`src/rtl/sd_cmd_encoder.sv`:
```
module sd_cmd_encoder #(
  parameter int CNT_W   = 16,
  parameter int BSZ_W   = 10,
  parameter int MAX_BLK = 512
) (
  input  logic               clk,
  input  logic               rst_n,
  input  logic               req_valid,
  input  logic [5:0]         opcode,
  input  logic [31:0]        arg,
  input  logic               has_data,
  input  logic [CNT_W-1:0]   blk_cnt,
  input  logic [BSZ_W-1:0]   blk_size,
  input  logic               is_write,
  input  logic               rsp_present,
  input  logic               rsp_long,
  input  logic               rsp_crc,
  input  logic               rsp_busy,
  input  logic               hw_flush,
  output logic               out_valid,
  output logic [31:0]        send_word,
  output logic [8:0]         irq_mask,
  output logic [$clog2(MAX_BLK)-1:0] pack_len,
  output logic               manual_stop,
  output logic [31:0]        arg_out
);
  localparam int PLEN_W = $clog2(MAX_BLK);
  localparam logic [5:0] OP_STOP = 6'd12;
  localparam logic [5:0] OP_EXT  = 6'd53;
  localparam logic [8:0] IRQ_BASE = 9'b0_0111_1110;

  logic [15:0]       tot_pack;
  logic [31:0]       send_d;
  logic [8:0]        mask_d;
  logic [PLEN_W-1:0] plen_d;
  logic              mstop_d;
  logic              dma_done_sel;

  assign tot_pack = has_data ? 16'(blk_cnt - CNT_W'(1)) : 16'd0;

  assign send_d = {tot_pack, 3'b000,
                   opcode == OP_STOP,
                   rsp_busy,
                   has_data & is_write,
                   has_data,
                   rsp_long | ~rsp_crc,
                   rsp_long,
                   rsp_present,
                   opcode};

  assign plen_d = (has_data && blk_size < BSZ_W'(MAX_BLK)) ?
                  PLEN_W'(blk_size) : '0;

  assign dma_done_sel = hw_flush | is_write;

  assign mask_d = IRQ_BASE | (has_data ? (dma_done_sel ? 9'h100 : 9'h080) : 9'h001);

  assign mstop_d = has_data && opcode == OP_EXT && blk_cnt > CNT_W'(1);

  always_ff @(posedge clk) begin
    if (!rst_n) begin
      out_valid   <= 1'b0;
      send_word   <= '0;
      irq_mask    <= '0;
      pack_len    <= '0;
      manual_stop <= 1'b0;
      arg_out     <= '0;
    end else begin
      out_valid <= req_valid;
      if (req_valid) begin
        send_word   <= send_d;
        irq_mask    <= mask_d;
        pack_len    <= plen_d;
        manual_stop <= mstop_d;
        arg_out     <= arg;
      end
    end
  end
endmodule

```
`config.mk`:
```
export PLATFORM = sky130hd
export DESIGN_NAME = sd_cmd_encoder
export DESIGN_NICKNAME = d
export VERILOG_FILES = /design/src/rtl/sd_cmd_encoder.sv
export SDC_FILE = /design/constraint.sdc
export NUM_CORES = 1
export LEC_CHECK = 0
export CAP_MARGIN = 20
export CORE_AREA = 2 2 88 90
export DETAILED_ROUTE_END_ITERATION = 12
export DIE_AREA = 0 0 90 92
export PLACE_DENSITY_LB_ADDON = 0.12
export SKIP_LAST_GASP = 1
export SLEW_MARGIN = 20
export SYNTH_ARGS = -nofsm -noshare
export SYNTH_HDL_FRONTEND = slang
export SYNTH_SLANG_ARGS = --single-unit
```
`constraint.sdc`:
```
create_clock -name clk -period 2.4 [get_ports clk]
set_input_delay 0.24 -clock clk [delete_from_list [all_inputs] [get_ports clk]]
set_output_delay 0.24 -clock clk [all_outputs]
set_load 0.01 [all_outputs]
```
==> flow_metrics.py, run 1 <==
metrics = {
    "setup_path": {
        "crit_fanout": 6,
        "path_cells": "clkdlybuf4s50_1, inv_1, ha_1, nor3b_2, nand4_1, xor2_1, o21ai_1",
        "critPathBufInv": 2,
        "critical-path-top-delay-family": "buffers and inverters",
        "critPathArrivalTime_ns": 1.92,
        "cp_slowest_cell": "clkdlybuf4s50_1",
        "critPathKind": "input port to register",
        "cpPeakStageDelay_ns": 0.52,
        "required_ns": 2.63,
        "critPathCaptureType": "register",
        "cp-start-kind": "input port",
    },
    "detailed_routing": {
        "drtIter0Drc": 47,
        "ant_nets": 0,
        "detail_route.wl_per_cell_um": 13.8,
        "num_vias": 2647,
        "via_per_inst": 4.75,
        "routed_wl_um": 7710,
        "drc": 0,
        "drtPass1Iterations": 4,
    },
    "clocking": {
        "path_clk_slew_ns": 0.08,
        "cts_tree": "done",
        "cts_buffers": 9,
        "postCtsHoldBufs": 0,
        "clk-insertion-delay-late_ns": 0.33,
        "ctsLongestPathBuffers": 2,
        "cts_root_buffer": "clkbuf_8",
        "cts_resized": 0,
        "htree_levels": 3,
        "cts_setup_buffers": 0,
        "cts.sinks": 76,
    },
    "timing": {
        "skew_ns": 0,
        "setup-tns-final_ns": 0,
        "finalCritPeriodShare": 0.705,
        "timing.fmax_mhz": 591,
        "tightest_slew_ns": 0.588,
        "maxSlewHeadroom": 0.604,
        "hold_viol": 0,
        "fin_crit_ns": 1.69,
        "setup_viol": 0,
        "drv_slew": 0,
        "rsz0062_at_grt": "false",
    },
    "global_route": {
        "antenna_found_initial": 0,
        "grt_pass1_vias": 2541,
        "track_usage": 0.184,
        "grt-ovfl-total": 0,
        "grt_max_degree": 38,
        "grt_pass1_wl_um": 12300,
    },
    "layout": {
        "drive_above_1_share": 0.0549,
        "nets": 527,
        "n_antenna_cell": 0,
        "area_growth_pct": 59.3,
        "final_core_util": 0.661,
        "fill_cells": 620,
    },
    "yosys": {
        "synth_flop_cell": "dfxtp_1",
        "synthCells": 302,
        "synth_area_um2": 3090,
        "ys_ff_latch": 76,
        "yosysWarningCount": 0,
        "avgSynthCellArea_um2": 10.2,
        "ys_seq_area_frac": 0.492,
        "async_flop_share": 0,
        "synth_edf_count": 0,
        "ys_types": 35,
    },
    "placement": {
        "dpl.hpwl_um": 5710,
        "gp_congestion": 0.748,
        "port_buffers": 154,
    },
    "power": {
        "cellLeakagePower_nw": 1.90,
        "peakVddDrop_uv": 337,
        "cellPowerDensity_nw_per_um2": 627,
    },
    "hold_path": {
        "hp-class": "input port to register",
    },
    "floorplan": {
        "core_um2": 7450,
        "chipHeight_um": 92,
        "io_pins": 158,
        "initial_core_util": 0.415,
        "die-area_um2": 8280,
        "rows": 32,
        "die_w_um": 90,
    },
    "flow_run": {
        "cap_violations": 0,
    },
    "run_status": {
        "status": "finished clean",
    },
}
## state kept, by name, summed over array words and instances, names as in the netlist
| register | count |
|---|---|
| send_word | 29 |
| irq_mask | 4 |
| arg_out | 32 |
| out_valid | 1 |
| manual_stop | 1 |
| pack_len | 9 |
## through the flow
step / total power [W] / hold WS, ns / instance area [µm²] / cells / setup WS (ns)
3_5_place_dp: 0.00187 / 0.442 / 4670 / 542 / 0.382
6_report: 0.00309 / 0.343 / 4920 / 557 / 0.709
3_3_place_gp: 0.00187 / 0.434 / 4670 / 542 / 0.451
2_1_floorplan: 0.00158 / 0.334 / 3100 / 304 / 1.13
5_1_grt: 0.00320 / 0.351 / 4920 / 557 / 0.544
4_1_cts: 0.00311 / 0.327 / 4920 / 557 / 0.736
## power by group
group	internal (W)	switching (W)
Clock	0.000789	0.000453
Sequential	0.00132	0.0000314
Combinational	0.000299	0.000189
Total	0.00241	0.000674
## placed cells by master, fill, tap and decap left out, types with 2 or more instances in the layout
cell and instances:
a21boi_0 3, a22o_1 10, and2_1 6, buf_4 6
bufinv_16 4, clkbuf_8 9, clkdlybuf4s50_1 153, conb_1 3
dfxtp_1 76, ha_1 2, inv_1 8, mux2i_1 41
nand2_1 16, nand2b_1 3, nand3_1 7, nand3b_1 2
nand4_1 4, nor2_1 7, nor2b_1 43, nor3_1 2
nor4_1 3, nor4_4 2, nor4b_1 2, o21ai_0 3
o21ai_1 11, o22ai_1 5, xnor2_1 3, xor2_1 10
## synth_stat cells (5+ instances only)
master    number  share of area
a22o_1        10          0.028
and2_1         6          0.012
buf_2          8          0.013
buf_4         10          0.024
clkbuf_1       6         0.0073
dfxtp_1       76           0.49
inv_1          8         0.0097
mux2i_1       41           0.13
nand2_1       16          0.019
nand3_1        7          0.011
nor2_1         7         0.0085
nor2b_1       43          0.087
o21ai_1       11          0.018
o22ai_1        5          0.010
xor2_1        10          0.028
## layer usage
metal  up-vias  share of wire  global-route usage  wire (µm)
met5         -              0                   0          0
met4         0          0.014              0.0795        107
met3        10          0.071              0.0542        551
met2       109           0.46               0.299       3560
met1      1218           0.45               0.227       3500
li1       1310              -                   -          -
## final timing paths
kind | cells past startpoint | to | slack (ns) | start
max reg2reg | 3 | send_word[17] | 1.70 | send_word[17]
min reg2reg | 2 | send_word[25] | 0.45 | send_word[25]
max | 7 | send_word[30] | 0.71 | blk_cnt[0]
min | 2 | irq_mask[0] | 0.34 | req_valid
## layout make-up
cell class / instances / area (µm²) / area share
repair buffers: 160 / 1580 / 0.321
inverters: 8 / 30.0 / 0.00610
clock inverters: 5 / 125 / 0.0254
flip-flops and latches: 76 / 1520 / 0.309
clock buffers: 10 / 128 / 0.0259
well taps: 102 / 128 / 0.0259
multi-input cells: 196 / 1410 / 0.286
## kinds of logic after synthesis
| logic type | synth area share |
|---|---|
| AND/OR/NAND/NOR | 0.195 |
| other | 0.00121 |
| flip-flops | 0.492 |
| buffers and inverters | 0.0543 |
| XOR/XNOR | 0.0368 |
| adder cells (fa/ha/maj) | 0.00810 |
| AO/OA/AOI/OAI | 0.0798 |
| multiplexers | 0.133 |
Note: power is estimated with default switching activity, not from simulation.
==> run 2: changes to the inputs <==
--- a/config.mk
+++ b/config.mk
@@ -6,9 +6,9 @@
 export NUM_CORES = 1
 export LEC_CHECK = 0
 export CAP_MARGIN = 20
-export CORE_AREA = 2 2 88 90
+export CORE_AREA = 2 2 96 98
 export DETAILED_ROUTE_END_ITERATION = 12
-export DIE_AREA = 0 0 90 92
+export DIE_AREA = 0 0 98 100
 export PLACE_DENSITY_LB_ADDON = 0.12
 export SKIP_LAST_GASP = 1
 export SLEW_MARGIN = 20
==> constraint.sdc (replaced) <==
create_clock -name clk -period 1.5 [get_ports clk]
set_input_delay 0.15 -clock clk [delete_from_list [all_inputs] [get_ports clk]]
set_output_delay 0.15 -clock clk [all_outputs]
set_load 0.01 [all_outputs]
==> run 2 against run 1 <==
Compared with the run above: via count is 1.0% higher; largest power group unchanged; setup slack worse by 0.63 ns; sequential cell count stayed put; sequential share of layout area is 1.1 points lower; global-route usage is 1.9 points lower.
==> flow_metrics.py, run 2 (same netlist as run 1, synthesis figures left out) <==
metrics = {
    "setup_path": {
        "critPathKind": "register to output pin",
        "cp_slowest_cell": "clkdlybuf4s50_1",
        "cp.depth": 1,
        "reg2reg_setup_slack_ns": 0.79,
        "r2r_end": "send_word[18]",
        "crit_fanout": 7,
        "worstReg2RegStart": "send_word[18]",
        "cp-start-kind": "register",
        "cpPeakStageDelay_ns": 0.55,
        "critPathBufInv": 1,
        "critical-path-top-delay-family": "buffers and inverters",
        "path_cells": "clkdlybuf4s50_1",
        "required_ns": 1.35,
        "rr_worst_depth": 3,
        "critPathCaptureType": "output pin",
        "critPathArrivalTime_ns": 1.27,
    },
    "detailed_routing": {
        "drtIter0Drc": 38,
        "ant_nets": 0,
        "routed_wl_um": 7950,
        "detail_route.wl_per_cell_um": 13.4,
        "via_per_inst": 4.51,
        "drtPass1Iterations": 3,
        "drc": 0,
        "num_vias": 2674,
    },
    "clocking": {
        "ctsLongestPathBuffers": 2,
        "clk-insertion-delay-late_ns": 0.34,
        "cts_root_buffer": "clkbuf_8",
        "cts_buffers": 9,
        "cts_tree": "done",
        "htree_levels": 3,
        "cts_setup_buffers": 0,
        "cts.sinks": 76,
        "path_clk_slew_ns": 0.08,
    },
    "global_route": {
        "grt_max_degree": 26,
        "grt_pass1_wl_um": 13000,
        "grt_pass1_vias": 2695,
        "grt-ovfl-total": 0,
        "antenna_found_initial": 0,
        "track_usage": 0.165,
    },
    "placement": {
        "dpl.hpwl_um": 5940,
        "placedCellCount": 577,
        "port_buffers": 154,
        "gp_congestion": 0.807,
    },
    "floorplan": {
        "die-area_um2": 9800,
        "io_pins": 158,
        "die_w_um": 98,
        "initial_core_util": 0.348,
        "core_um2": 8890,
        "rows": 35,
        "chipHeight_um": 100,
    },
    "timing": {
        "skew_ns": 0,
        "timing.fmax_mhz": 702,
        "hold_viol": 0,
        "fin_crit_ns": 1.42,
        "rsz0062_at_grt": "false",
        "finalCritPeriodShare": 0.949,
        "drv_slew": 0,
        "setup_viol": 0,
    },
    "layout": {
        "area_growth_pct": 65.1,
        "layout_commonest_cell": "clkdlybuf4s50_1",
        "largest-register": "arg_out",
        "final_core_util": 0.574,
        "fill_cells": 820,
        "nets": 553,
        "final_cell_mix": "clkdlybuf4s50_1, dfxtp_1, nor2b_1, mux2i_1, buf_4",
        "n_antenna_cell": 0,
        "drive_above_1_share": 0.108,
        "largest_reg_flops": 32,
        "final_cell_count_no_fill": 593,
        "reg_top3": "arg_out: 32 flops, send_word: 29 flops, pack_len: 9 flops",
    },
    "hold_path": {
        "holdPathStages": 3,
        "hold-path-endpoint": "send_word[10]",
        "min-delay-start": "req_valid",
        "hp-class": "input port to register",
    },
    "power": {
        "power_w": 0.00454,
        "cellPowerDensity_nw_per_um2": 890,
        "peakVddDrop_uv": 441,
        "cellLeakagePower_nw": 2.01,
    },
    "run_status": {
        "status": "finished clean",
    },
    "flow_run": {
        "cap_violations": 0,
    },
}
-- run 2: how the worst max path moves through the flow --
stage | startpoint | to | slack (ns)
floorplan | blk_cnt[1] | send_word[30] | 0.32
global placement | blk_cnt[1] | send_word[30] | -0.23
detailed placement | blk_cnt[1] | send_word[20] | -0.24
CTS | irq_mask[6] | irq_mask[6] | 0.04
global route | irq_mask[6] | irq_mask[5] | 0.005
finish | irq_mask[6] | irq_mask[4] | 0.08
-- run 2: area by class of cell --
type	instances	area (µm²)	area share
timing repair buffer	186	1800	0.354
tap	111	139	0.0272
clock buffer	11	131	0.0257
clock inverter	5	61.3	0.0120
multi-input combinational	196	1420	0.277
sequential	76	1520	0.298
inverter	8	30.0	0.00588
-- run 2: metrics by stage --
step	setup WS [ns]	area, µm²	hold slack [ns]	TNS, ns
floorplan	0.316	3100	0.244	0
global placement	-0.225	4900	0.433	-2.08
detailed placement	-0.241	4900	0.440	-2.61
CTS	0.0420	5090	0.150	0
global route	0.00479	5100	0.162	0
finish	0.0758	5100	0.152	0
-- run 2: metal layers --
layer | vias up | wire [µm] | track usage
met1 | 1208 | 3640 | 0.208
met2 | 102 | 3540 | 0.259
li1 | 1360 | - | -
met5 | - | 0 | 0
met4 | 0 | 51 | 0.0481
met3 | 4 | 722 | 0.0696
-- run 2: repair_timing --
action                                 in CTS  in global routing
endpoints found under the hold margin       0                  0
pin swaps                                   0                  0
setup endpoints to repair                   6                  3
hold buffers                                0                  0
resized for setup                           1                  2
-- run 2: power by group --
group	switching [W]	internal, W
logic	0.000311	0.000523
registers	0.0000518	0.00212
clock network	0.000761	0.000776
==> run 3: changes to the inputs <==
--- a/config.mk
+++ b/config.mk
@@ -5,11 +5,12 @@
 export SDC_FILE = /design/constraint.sdc
 export NUM_CORES = 1
 export LEC_CHECK = 0
-export CAP_MARGIN = 20
-export CORE_AREA = 2 2 96 98
+export ABC_AREA = 1
+export CORE_AREA = 2 2 95 97
 export DETAILED_ROUTE_END_ITERATION = 12
-export DIE_AREA = 0 0 98 100
+export DIE_AREA = 0 0 97 99
 export PLACE_DENSITY_LB_ADDON = 0.12
+export REMOVE_ABC_BUFFERS = 1
 export SKIP_LAST_GASP = 1
 export SLEW_MARGIN = 20
 export SYNTH_ARGS = -nofsm -noshare
==> run 3 against run 2 <==
Compared with the run above: utilization down 0.24 points; count of clock-buffer cells in the layout shrank 1; first-iteration DRC count rose by 110%; synthesized cell count increased by 15%; clock power grew 4%; setup slack worse by 0.010 ns; largest power group unchanged; cell area shrank 4.2%; global-route usage is 1.9 points higher; critical path depth is the same; critical endpoint is now irq_mask[5].
==> flow_metrics.py, run 3 <==
metrics = {
    "yosys": {
        "ys_seq_area_frac": 0.515,
        "synthCells": 346,
        "synth_edf_count": 0,
        "netlist.area_leader.share": 0.515,
        "ys_ff_latch": 76,
        "async_flop_share": 0,
        "avgSynthCellArea_um2": 8.54,
        "ys_top_cells_by_count": "nand2_1, dfxtp_1, a22o_1",
        "yosysWarningCount": 0,
        "synth_most_common_cell": "nand2_1",
        "synth_flop_cell": "dfxtp_1",
        "synthTopCellsByArea": "dfxtp_1, a22o_1, nand2_1, buf_4, nor2_1",
        "synth_area_um2": 2960,
        "ys_types": 31,
        "synth_top_area_cell": "dfxtp_1",
    },
    "placement": {
        "gp_congestion": 0.830,
        "placed_area_um2": 4670,
        "port_buffers": 154,
        "dpl.hpwl_um": 6490,
    },
    "clocking": {
        "cts_setup_buffers": 0,
        "clk-insertion-delay-late_ns": 0.35,
        "ctsLongestPathBuffers": 2,
        "htree_levels": 3,
        "cts.sinks": 76,
        "cts_buffers": 9,
        "cts_tree": "done",
        "path_clk_slew_ns": 0.08,
        "cts_root_buffer": "clkbuf_8",
    },
    "detailed_routing": {
        "num_vias": 2866,
        "drtPass1Iterations": 4,
        "ant_nets": 0,
        "drc": 0,
        "detail_route.wl_per_cell_um": 13.9,
        "routed_wl_um": 8670,
        "via_per_inst": 4.60,
        "drtIter0Drc": 78,
    },
    "layout": {
        "reg_top3": "arg_out: 32 flops, send_word: 29 flops, pack_len: 9 flops",
        "largest_reg_flops": 32,
        "layout_commonest_cell": "clkdlybuf4s50_1",
        "drive_above_1_share": 0.0893,
        "area_growth_pct": 65.4,
        "n_antenna_cell": 0,
        "final_cell_mix": "clkdlybuf4s50_1, nand2_1, dfxtp_1, a22o_1, nor2_1",
        "largest-register": "arg_out",
        "fin_area_um2": 4890,
        "nets": 586,
    },
    "run_status": {
        "status": "finished clean",
    },
    "power": {
        "pwr-share-clk": 0.351,
        "cellLeakagePower_nw": 2.02,
        "comb_power_share": 0.175,
        "power_frac_seq": 0.475,
        "peakVddDrop_uv": 531,
        "netSwitchingPower_w": 0.00115,
        "p_sw_frac": 0.252,
        "internal_power_w": 0.00342,
        "cellPowerDensity_nw_per_um2": 935,
    },
    "global_route": {
        "use_met3": 0.0610,
        "grt_pass1_vias": 2753,
        "grt_max_degree": 37,
        "antenna_found_initial": 0,
        "track_usage": 0.184,
        "grt_util_met2": 0.303,
        "grt-ovfl-total": 0,
        "grt_pass1_wl_um": 14100,
        "grtUsageMet1": 0.229,
        "gr-max-usage-layer": "met2",
    },
    "timing": {
        "setup-tns-final_ns": 0,
        "drv_slew": 0,
        "finalCritPeriodShare": 0.956,
        "hold_viol": 0,
        "fin_crit_ns": 1.43,
        "rsz0062_at_grt": "false",
        "skew_ns": 0,
        "setup_viol": 0,
        "timing.fmax_mhz": 697,
    },
    "hold_path": {
        "hold-path-endpoint": "pack_len[8]",
        "min-delay-start": "blk_size[8]",
        "hp-class": "input port to register",
        "holdPathStages": 3,
    },
    "floorplan": {
        "core_um2": 8550,
        "io_pins": 158,
        "initial_core_util": 0.346,
        "die_w_um": 97,
        "rows": 34,
        "chipHeight_um": 99,
        "die-area_um2": 9600,
    },
    "flow_run": {
        "cap_violations": 0,
    },
    "setup_path": {
        "worstReg2RegStart": "send_word[22]",
        "crit_fanout": 7,
        "reg2reg_setup_slack_ns": 0.86,
        "r2r_end": "send_word[22]",
        "cp-start-kind": "register",
        "critPathCaptureType": "output pin",
        "critPathKind": "register to output pin",
        "path_cells": "clkdlybuf4s50_1",
        "critical-path-top-delay-family": "buffers and inverters",
        "critPathArrivalTime_ns": 1.28,
        "critPathBufInv": 1,
        "required_ns": 1.35,
        "cp_slowest_cell": "clkdlybuf4s50_1",
        "rr_worst_depth": 2,
        "cpPeakStageDelay_ns": 0.55,
    },
}
## run 3: cell count changes in the layout (fill, tap and decap cells not counted), sizes merged, moves of 6 or more
cell / change
buf: -13
nor2: +22
nand2: +68
inv: +15
nor2b: -43
a22o: +26
nand3: +11
mux2i: -41
a21oi: +18
and2: -6
xor2: -10
## run 3: repair_timing
item,CTS,global route
hold buffers,0,0
cloned,0,0
gates resized for setup,1,5
endpoints found under the setup margin,6,7
## run 3: logic make-up (layout without fill, tap and decap cells)
family	Yosys count	in the layout	share of synthesized area
simple gates	142	142	0.205
fa+ha+maj	2	2	0.00847
compound gates	77	77	0.180
other cells	1	3	0.00127
xor+xnor	1	1	0.00296
flops	76	76	0.515
buf+inv	47	214	0.0872
## run 3: worst max-delay path by stage
stage | end | start | depth (start not counted) | slack, ns
3_5_place_dp | send_word[22] | blk_cnt[0] | 8 | -0.12
3_3_place_gp | send_word[22] | blk_cnt[0] | 8 | -0.09
4_1_cts | send_word[22] | send_word[22] | 1 | 0.02
2_1_floorplan | irq_mask[7] | rst_n | 3 | -1.02
6_report | irq_mask[5] | irq_mask[6] | 1 | 0.07
5_1_grt | irq_mask[5] | irq_mask[6] | 1 | 0.003
## run 3: power groups by stage
stage               clock [W]  combinational [W]  sequential, W
floorplan                   0           0.000197        0.00227
global placement            0           0.000798        0.00221
detailed placement          0           0.000804        0.00222
CTS                   0.00167           0.000809        0.00217
global route          0.00176           0.000859        0.00218
finish                0.00160           0.000798        0.00217
## run 3: through the flow
step	setup WS [ns]	total power, W	cells	hold slack [ns]	util
after floorplan	-1.02	0.00247	325	0.261	-
after global placement	-0.0910	0.00301	607	0.441	0.546
after detailed placement	-0.115	0.00302	607	0.444	0.546
after CTS	0.0231	0.00465	623	0.334	0.570
after global routing	0.00340	0.00480	623	0.331	0.572
final	0.0654	0.00457	623	0.353	0.572
## run 3: routing by layer
layer	vias up	wire length, µm
met4	0	95
li1	1476	-
met1	1274	4000
met3	8	516
met2	108	4060
met5	-	0
## run 3: layout make-up
cell class                 count  area, µm²
timing repair buffer         174       1740
clock inverter                 6       70.1
fill                         793       3660
inverter                      24       90.1
sequential                    76       1520
tap                          108        135
clock buffer                  10        138
multi-input combinational    225       1190
